===== src/rtl/brd_ctl_pkg.sv =====
package brd_ctl_pkg;
  localparam int unsigned DATA_W   = 32;
  localparam logic [31:0] ID_WORD  = 32'h4103_4003;
  localparam logic [31:0] DEC_WORD = 32'h0000_0011;
  localparam int unsigned WP_BIT   = 0;
  localparam int unsigned DET_BIT  = 3;

  typedef enum int unsigned {
    IDX_ID    = 0,
    IDX_FLASH = 1,
    IDX_STAT  = 2,
    IDX_DEC   = 3
  } reg_idx_e;

  localparam int unsigned NUM_REG = 4;
endpackage


===== src/rtl/brd_ctl_decode.sv =====
module brd_ctl_decode #(
  parameter int unsigned ADDR_W  = 23,
  parameter int unsigned NUM_REG = 4
) (
  input  logic [ADDR_W-1:0]  addr,
  input  logic               rd,
  input  logic               wr,
  output logic [NUM_REG-1:0] rd_sel,
  output logic [NUM_REG-1:0] wr_sel
);
  localparam int unsigned IDX_W = ADDR_W - 2;

  logic [IDX_W-1:0] word_idx;
  logic [1:0]       unused_byte_lane;

  assign word_idx         = addr[ADDR_W-1:2];
  assign unused_byte_lane = addr[1:0];

  for (genvar g = 0; g < NUM_REG; g++) begin : g_sel
    logic hit;
    assign hit       = (word_idx == IDX_W'(g));
    assign rd_sel[g] = rd & hit;
    assign wr_sel[g] = wr & hit;
  end
endmodule


===== src/rtl/brd_ctl_status.sv =====
module brd_ctl_status
  import brd_ctl_pkg::*;
(
  input  logic              clk,
  input  logic              rst_n,
  input  logic              wp_lvl,
  input  logic              det_lvl,
  input  logic              ack_det,
  output logic [DATA_W-1:0] stat
);
  logic wp_q;
  logic det_q;
  logic det_d;

  // A card event raised in the same cycle as an acknowledge is kept.
  assign det_d = det_lvl | (det_q & ~ack_det);

  always_ff @(posedge clk) begin
    if (!rst_n) begin
      wp_q  <= 1'b0;
      det_q <= 1'b0;
    end else begin
      wp_q  <= wp_lvl;
      det_q <= det_d;
    end
  end

  always_comb begin
    stat          = '0;
    stat[WP_BIT]  = wp_q;
    stat[DET_BIT] = det_q;
  end
endmodule


===== src/rtl/brd_ctl_rdmux.sv =====
module brd_ctl_rdmux
  import brd_ctl_pkg::*;
(
  input  logic              clk,
  input  logic              rst_n,
  input  logic              rd,
  input  logic [NUM_REG-1:0] rd_sel,
  input  logic [DATA_W-1:0] stat,
  output logic [DATA_W-1:0] rdata
);
  logic [DATA_W-1:0] src [NUM_REG];
  logic [DATA_W-1:0] mux_out;

  always_comb begin
    src[IDX_ID]    = ID_WORD;
    src[IDX_FLASH] = '0;
    src[IDX_STAT]  = stat;
    src[IDX_DEC]   = DEC_WORD;
  end

  // One-hot AND-OR selection: no hit (out-of-range index) yields zero.
  always_comb begin
    mux_out = '0;
    for (int i = 0; i < NUM_REG; i++) begin
      mux_out = mux_out | (src[i] & {DATA_W{rd_sel[i]}});
    end
  end

  always_ff @(posedge clk) begin
    if (!rst_n) begin
      rdata <= '0;
    end else if (rd) begin
      rdata <= mux_out;
    end
  end
endmodule


===== src/rtl/brd_ctl_regs.sv =====
module brd_ctl_regs
  import brd_ctl_pkg::*;
#(
  parameter int unsigned ADDR_W = 23
) (
  input  logic              clk,
  input  logic              rst_n,
  input  logic [ADDR_W-1:0] bus_addr,
  input  logic              bus_rd,
  input  logic              bus_wr,
  input  logic [DATA_W-1:0] bus_wdata,
  output logic [DATA_W-1:0] bus_rdata,
  input  logic              slot_wp,
  input  logic              slot_det,
  output logic              irq_out
);
  logic [NUM_REG-1:0] rd_sel;
  logic [NUM_REG-1:0] wr_sel;
  logic [DATA_W-1:0]  stat_word;
  logic               ack_det;
  logic [DATA_W-1:0]  unused_wdata;
  logic [NUM_REG-1:0] unused_wr_sel;

  brd_ctl_decode #(
    .ADDR_W  (ADDR_W),
    .NUM_REG (NUM_REG)
  ) u_decode (
    .addr   (bus_addr),
    .rd     (bus_rd),
    .wr     (bus_wr),
    .rd_sel (rd_sel),
    .wr_sel (wr_sel)
  );

  assign ack_det       = wr_sel[IDX_STAT] & bus_wdata[DET_BIT];
  assign unused_wdata  = bus_wdata;
  assign unused_wr_sel = wr_sel;

  brd_ctl_status u_status (
    .clk     (clk),
    .rst_n   (rst_n),
    .wp_lvl  (slot_wp),
    .det_lvl (slot_det),
    .ack_det (ack_det),
    .stat    (stat_word)
  );

  brd_ctl_rdmux u_rdmux (
    .clk    (clk),
    .rst_n  (rst_n),
    .rd     (bus_rd),
    .rd_sel (rd_sel),
    .stat   (stat_word),
    .rdata  (bus_rdata)
  );

  assign irq_out = stat_word[DET_BIT];
endmodule


===== config.mk =====
export PLATFORM = sky130hd
export DESIGN_NAME = brd_ctl_regs
export DESIGN_NICKNAME = d
export VERILOG_FILES = /design/src/rtl/brd_ctl_pkg.sv /design/src/rtl/brd_ctl_decode.sv /design/src/rtl/brd_ctl_status.sv /design/src/rtl/brd_ctl_rdmux.sv /design/src/rtl/brd_ctl_regs.sv
export SDC_FILE = /design/constraint.sdc
export NUM_CORES = 1
export LEC_CHECK = 0
export CELL_PAD_IN_SITES_DETAIL_PLACEMENT = 1
export CELL_PAD_IN_SITES_GLOBAL_PLACEMENT = 1
export CORE_AREA = 2 2 64 81
export CTS_CLUSTER_SIZE = 20
export DETAILED_ROUTE_END_ITERATION = 12
export DIE_AREA = 0 0 66 83
export PLACE_DENSITY_LB_ADDON = 0.3
export SLEW_MARGIN = 5
export SYNTH_ARGS = -nofsm -noshare
export SYNTH_HDL_FRONTEND = slang
export SYNTH_SLANG_ARGS = --single-unit

===== constraint.sdc =====
create_clock -name clk -period 1.3 [get_ports clk]
set_clock_uncertainty 0.1 [all_clocks]
set_input_delay 0.26 -clock clk [delete_from_list [all_inputs] [get_ports clk]]
set_output_delay 0.26 -clock clk [all_outputs]
set_load 0.02 [all_outputs]

==> results.yml, run 1 <==
global_route:
  grt_pass1_wl_mm: 2.16
  grt_max_degree: 8
  overflow: 0
  track_usage: 0.0536
  grt_pass1_vias: 469
  grt_antenna_before_repair: 0
critical_path:
  reg2reg_slack_ps: 420
  cp_top_family: "buffers and inverters"
  r2r_start: "u_status.det_q"
  crit_arrival_ps: 870
  cp-start-kind: "register"
  critPathKind: "register to primary output"
  r2r_cells: 2
  worstPathMaxFanout: 2
  cp-endpoint: "bus_rdata[0]"
  worst_ep_required_time_ps: 940
  crit_chain: "dlygate4sd2_1"
  crit_slowest_cell: "dlygate4sd2_1"
  cp_num_cells: 1
  crit_path_start: "u_rdmux.rdata[0]"
  r2r_end: "u_rdmux.rdata[3]"
  cpPeakStageDelay_ps: 340
  crit_path_end_kind: "primary output"
  critPathBufInv: 1
drt:
  routed_via_density: 3.14
  vias: 500
  routed_wl_mm: 1.52
  drt_iter0_drc: 1
  first_pass_iters: 2
  antenna_left: 0
  wl_per_cell_um: 9.58
  drcViolationCount: 0
logic_synthesis:
  yosysMostFrequentCell: "buf_4"
  seq_area_frac_synth: 0.239
  async_flop_share: 0
  synth_top_area_frac: 0.418
  ys.flop_type: "dfxtp_1"
  syn_area_um2: 503
  netlist_instances: 61
  synthTopCellsByArea: "buf_4, dfxtp_1, a32o_1"
  synth_cell_types: 19
  avgSynthCellArea_um2: 8.25
  synth_edf_count: 0
  ys_seq_elements: 6
  synth_warnings: 0
  synth_commonest_cells: "buf_4, dfxtp_1, nor4_1"
  yosys.area.top_type: "buf_4"
floorplan:
  fp.dieH_um: 83
  core_area_um2: 4690
  num_rows: 28
  fp.dieW_um: 66
  dieArea_um2: 5480
  start_util: 0.107
  ios: 94
clock_network:
  cts_setup_buffers: 0
  htree_num_levels: 1
  cts_sinks: 6
  clockBufferDepth: 2
  cts_made_buffers: 3
  cts.clk_slew.worst_paths_ps: 40
  cts_tree: "built"
  cts_root_buf: "clkbuf_8"
  clkLatencyLatePin_ps: 220
status:
  outcome: "finished, final reports clean"
pwr:
  p_comb_frac: 0.269
  total_power_uw: 650
  leakage_nw: 0.428
  sw_frac_of_total: 0.289
  clock_power_share: 0.435
  pwr-share-seq: 0.297
  p_int_uw: 462
  power_density_nw_per_um2: 729
  p_sw_uw: 188
  peakVddDrop_mv: 0.178
finish:
  syn2layout_area_growth_pct: 77.4
  finalNonFillerCells: 159
  final_util: 0.190
  fillers: 589
  antenna_cells: 0
  drive_gt1_frac: 0.283
  fin_nets: 162
sta:
  maxSlewViolCount: 0
  period_needed_ps: 1230
  finalSetupTns_ps: 0
  fmax_mhz: 811
  hold_viol_final: 0
  setup_viol: 0
  finalCritPeriodShare: 0.949
  rsz0062_at_grt: "true"
  fin_hold_ws_ps: 345
place:
  dp_hpwl_mm: 1.33
  gp_congestion: 0.673
  io_buffers: 37
  dp.cells: 156
run:
  max-cap-violations: 0
hold_path:
  hp-class: "input pin to register"
[stage by stage]
step	setup WS [ps]	cell area (um2)
2_1_floorplan	55.8	586
3_3_place_gp	-472	855
3_5_place_dp	-520	855
4_1_cts	5.91	918
5_1_grt	-15.7	892
6_report	66.7	892
[kinds of logic after synthesis]
group	share of synthesized area
buf+inv	0.433
flops	0.239
simple gates	0.206
other cells	0.00746
compound gates	0.0945
mux	0.0199
[flip-flops by register name, indices dropped and copies added, names as in the netlist]
name and flops:
u_rdmux.rdata 4, u_status.det_q 1, u_status.wp_q 1
[metal layers]
layer  vias to the layer above  global-route usage  wire length (um)
met5                         -                   0                 0
met4                         0              0.0390                36
li1                        237                   -                 -
met1                       224              0.0567               550
met2                        35              0.0799               731
met3                         4              0.0271               204
[layout make-up]
cell class,instances,area (um2),area share
tap,60,75.1,0.0842
timing repair buffer,42,348,0.390
sequential,6,121,0.136
multi-input combinational,47,303,0.339
clock buffer,3,41.3,0.0463
inverter,1,3.75,0.00421
[placed cells by master, fill, tap and decap left out, types with 2 or more instances in the layout]
cell type,n
nand2_1,3
a32o_1,3
dlygate4sd2_1,15
clkdlybuf4s15_1,5
clkbuf_8,3
clkdlybuf4s50_1,6
nand3_2,2
dfxtp_1,5
and3_1,3
clkbuf_2,9
nor4_2,3
conb_1,23
buf_4,5
[power groups by stage]
| stage | combinational, mW | clock [mW] | sequential [mW] |
|---|---|---|---|
| after floorplan | 0.130 | 0 | 0.198 |
| after global placement | 0.185 | 0 | 0.195 |
| after detailed placement | 0.186 | 0 | 0.195 |
| after CTS | 0.174 | 0.294 | 0.193 |
| after global routing | 0.187 | 0.297 | 0.194 |
| final | 0.175 | 0.282 | 0.193 |
[worst register-to-register path: cells and delay by family (launching register included)]
family | cells | cell delay (ps)
flops | 1 | 330
simple gates | 1 | 150
compound gates | 1 | 200
[how the worst min path moves through the flow]
stage / start / to / slack, ps / cells after the start
final: bus_addr[14] / u_status.det_q / 350 / 5
after floorplan: slot_det / u_status.det_q / 270 / 2
after detailed placement: u_rdmux.rdata[3] / u_rdmux.rdata[3] / 400 / 1
after global routing: bus_addr[14] / u_status.det_q / 390 / 5
after CTS: u_status.det_q / u_status.det_q / 410 / 2
after global placement: u_status.det_q / u_status.det_q / 380 / 2
[timing repair]
| action | in CTS | in global routing |
|---|---|---|
| hold buffers | 0 | 0 |
| setup endpoints to repair | 15 | 12 |
| pin swaps | 10 | 9 |
| gates resized for setup | 49 | 19 |
(Power assumes the default switching activity.)
==> run 2, diff against run 1 <==
--- a/config.mk
+++ b/config.mk
@@ -12,7 +12,7 @@
 export DETAILED_ROUTE_END_ITERATION = 12
 export DIE_AREA = 0 0 66 83
 export PLACE_DENSITY_LB_ADDON = 0.3
-export SLEW_MARGIN = 5
+export REMOVE_ABC_BUFFERS = 1
 export SYNTH_ARGS = -nofsm -noshare
 export SYNTH_HDL_FRONTEND = slang
 export SYNTH_SLANG_ARGS = --single-unit
==> results.yml, run 2 (same netlist as run 1, synthesis figures left out) <==
status:
  outcome: "finished, final reports clean"
clock_network:
  cts.clk_slew.worst_paths_ps: 40
  htree_num_levels: 1
  cts_tree: "built"
  cts_root_buf: "clkbuf_8"
  clockBufferDepth: 2
  clkLatencyLatePin_ps: 220
  cts_sinks: 6
  cts_made_buffers: 3
critical_path:
  worstPathMaxFanout: 2
  cpPeakStageDelay_ps: 340
  cp_top_family: "buffers and inverters"
  critPathBufInv: 1
  cp-start-kind: "register"
  crit_chain: "dlygate4sd2_1"
  crit_slowest_cell: "dlygate4sd2_1"
  crit_arrival_ps: 900
  crit_path_end_kind: "primary output"
  worst_ep_required_time_ps: 940
  critPathKind: "register to primary output"
sta:
  fmax_mhz: 795
  finalCritPeriodShare: 0.968
  period_needed_ps: 1260
  finalSetupTns_ps: 0
  rsz0062_at_grt: "false"
  layout_setup_ws_ps: 42.0
  hold_viol_final: 0
  setup_viol: 0
  fin_hold_ws_ps: 354
  maxSlewViolCount: 0
global_route:
  overflow: 0
  grt_pass1_wl_mm: 2.30
  grt_antenna_before_repair: 0
  grt_max_degree: 11
  grt_pass1_vias: 524
  track_usage: 0.0568
floorplan:
  fp.dieW_um: 66
  ios: 94
  start_util: 0.107
  core_area_um2: 4690
  dieArea_um2: 5480
  num_rows: 28
  fp.dieH_um: 83
finish:
  drive_gt1_frac: 0.273
  final_cell_mix: "conb_1, dlygate4sd2_1, clkdlybuf4s15_1, clkbuf_2"
  largest_reg_flops: 4
  final_common_cell: "conb_1"
  final_util: 0.193
  antenna_cells: 0
  fin_nets: 162
  stdcell_area_um2: 907
  top_register: "u_rdmux.rdata"
  syn2layout_area_growth_pct: 80.3
  top_regs: "u_rdmux.rdata: 4 flops, u_status.det_q: 1 flops, u_status.wp_q: 1 flops"
  finalNonFillerCells: 159
drt:
  vias: 504
  antenna_left: 0
  drcViolationCount: 0
  drt_iter0_drc: 11
  first_pass_iters: 2
  wl_per_cell_um: 9.77
  routed_via_density: 3.17
  routed_wl_mm: 1.55
place:
  io_buffers: 37
  dp.cells: 156
  place_ws_ps: -507
  placed_cell_area_um2: 855
  dp_hpwl_mm: 1.34
  gp_congestion: 0.620
run:
  max-cap-violations: 0
pwr:
  leakage_nw: 0.428
  total_power_uw: 644
  power_density_nw_per_um2: 710
  peakVddDrop_mv: 0.417
hold_path:
  hp-class: "input pin to register"
-- run 2: routing by layer --
layer  up-vias  track usage  wire length, um
li1        237            -                -
met1       221       0.0575              592
met2        46       0.0964              726
met3         0       0.0339              235
met4         0       0.0167                0
met5         -            0                0
-- run 2: final cells by class --
cell class	instances	area, um2
inverter	1	3.75
multi-input combinational	47	298
tap	60	75.1
fill	571	3790
timing repair buffer	42	368
clock buffer	3	41.3
sequential	6	121
-- run 2: worst paths after layout --
path / from / to / slack (ps) / cells past startpoint
max: u_rdmux.rdata[4] / bus_rdata[4] / 40 / 1
min: bus_addr[16] / u_status.det_q / 350 / 5
max reg2reg: u_status.det_q / u_rdmux.rdata[3] / 330 / 3
min reg2reg: u_rdmux.rdata[3] / u_rdmux.rdata[3] / 410 / 1
-- run 2: repair_timing --
action                     in CTS  in global routing
pin swaps                      10                  7
resized for setup              55                 15
setup endpoints to repair      15                  8
hold buffers                    0                  0
buffers inserted                0                  0
-- run 2: power breakdown --
part	internal (mW)	switching (mW)	leakage, nW
Sequential	0.190	0.00161	0.0495
Clock	0.199	0.0767	0.0216
Combinational	0.0745	0.103	0.357
==> run 3, diff against run 2 <==
--- a/config.mk
+++ b/config.mk
@@ -7,11 +7,12 @@
 export LEC_CHECK = 0
 export CELL_PAD_IN_SITES_DETAIL_PLACEMENT = 1
 export CELL_PAD_IN_SITES_GLOBAL_PLACEMENT = 1
-export CORE_AREA = 2 2 64 81
+export CORE_AREA = 3 3 65 82
+export CTS_CLUSTER_DIAMETER = 150
 export CTS_CLUSTER_SIZE = 20
 export DETAILED_ROUTE_END_ITERATION = 12
-export DIE_AREA = 0 0 66 83
-export PLACE_DENSITY_LB_ADDON = 0.3
+export DIE_AREA = 0 0 68 85
+export PLACE_DENSITY_LB_ADDON = 0.1
 export REMOVE_ABC_BUFFERS = 1
 export SYNTH_ARGS = -nofsm -noshare
 export SYNTH_HDL_FRONTEND = slang
==> results.yml, run 3 (same netlist as run 1, synthesis figures left out) <==
drt:
  vias: 520
  drt_iter0_drc: 2
  routed_via_density: 3.23
  first_pass_iters: 2
  wl_per_cell_um: 10.4
  drcViolationCount: 0
  routed_wl_mm: 1.67
  antenna_left: 0
clock_network:
  cts.clk_slew.worst_paths_ps: 40
  htree_num_levels: 1
  clkLatencyLatePin_ps: 220
  cts_setup_buffers: 0
  cts_made_buffers: 3
  cts_root_buf: "clkbuf_8"
  cts_hold_buf: 0
  clockBufferDepth: 2
  cts_tree: "built"
  cts_sinks: 6
critical_path:
  crit_path_end_kind: "register"
  crit_arrival_ps: 1270
  cp-start-kind: "input pin"
  worst_ep_required_time_ps: 1310
  critPathKind: "input pin to register"
  worstPathMaxFanout: 9
hold_path:
  hp-class: "input pin to register"
place:
  place_ws_ps: -535
  gp_congestion: 0.577
  io_buffers: 37
  dp_hpwl_mm: 1.46
  placed_cell_area_um2: 870
  dp.cells: 158
finish:
  antenna_cells: 0
  fin_nets: 164
  top_register: "u_rdmux.rdata"
  final_cell_mix: "conb_1, dlygate4sd2_1, clkbuf_2, clkdlybuf4s15_1, buf_4"
  stdcell_area_um2: 907
  drive_gt1_frac: 0.277
  largest_reg_flops: 4
  syn2layout_area_growth_pct: 80.3
  finalNonFillerCells: 161
  final_common_cell: "conb_1"
  top_regs: "u_rdmux.rdata: 4 flops, u_status.det_q: 1 flops, u_status.wp_q: 1 flops"
  final_util: 0.193
floorplan:
  fp.dieH_um: 85
  ios: 94
  core_area_um2: 4690
  start_util: 0.107
  dieArea_um2: 5780
  num_rows: 28
  fp.dieW_um: 68
sta:
  finalCritPeriodShare: 0.973
  finalSetupTns_ps: 0
  maxSlewViolCount: 0
  setup_viol: 0
  rsz0062_at_grt: "false"
  layout_setup_ws_ps: 35.6
  hold_viol_final: 0
  fmax_mhz: 791
  period_needed_ps: 1260
  fin_hold_ws_ps: 329
global_route:
  track_usage: 0.0561
  grt_max_degree: 10
  grt_pass1_vias: 539
  grt_pass1_wl_mm: 2.39
  overflow: 0
  grt_antenna_before_repair: 0
pwr:
  sw_frac_of_total: 0.282
  leakage_nw: 0.434
  pwr-share-seq: 0.295
  clock_power_share: 0.428
  power_density_nw_per_um2: 716
  p_comb_frac: 0.277
  p_int_uw: 466
  peakVddDrop_mv: 0.303
  p_sw_uw: 183
  total_power_uw: 650
status:
  outcome: "finished, final reports clean"
run:
  max-cap-violations: 0
==> run 3: worst max-delay path, cell delays in order <==
cell and delay, ps:
clkdlybuf4s50_1 550, and3_1 260, a32o_1 200
==> run 3: timing repair <==
action                     4_1_cts  5_1_grt
pin swaps                       11        8
hold endpoints to repair         0        0
setup endpoints to repair       15        9
gates resized for setup         51       15
==> run 3: final cells by class <==
cell class | instances | area (um2)
fill | 582 | 3790
timing repair buffer | 44 | 375
multi-input combinational | 47 | 290
sequential | 6 | 121
tap | 60 | 75.1
clock buffer | 3 | 41.3
inverter | 1 | 3.75
==> run 3: final timing paths <==
kind	slack (ps)	cells past startpoint	end	startpoint
max	40	3	u_rdmux.rdata[4]	rst_n
min reg2reg	410	1	u_rdmux.rdata[3]	u_rdmux.rdata[3]
max reg2reg	320	3	u_rdmux.rdata[3]	u_status.det_q
min	330	5	u_status.det_q	bus_addr[14]
==> run 3: power by group through the flow <==
stage	logic, mW	registers (mW)	clock network (mW)
after global routing	0.195	0.192	0.301
final	0.180	0.192	0.278
after floorplan	0.0733	0.198	0
after CTS	0.179	0.192	0.289
after global placement	0.190	0.194	0
after detailed placement	0.192	0.195	0
==> run 3: routing by layer <==
layer  part of all wire  GRT usage  up-vias
met1               0.37     0.0610      229
met2               0.46     0.0921       46
met5                  0          0        -
met3               0.17     0.0225        2
met4             0.0060     0.0271        0
li1                   -          -      243
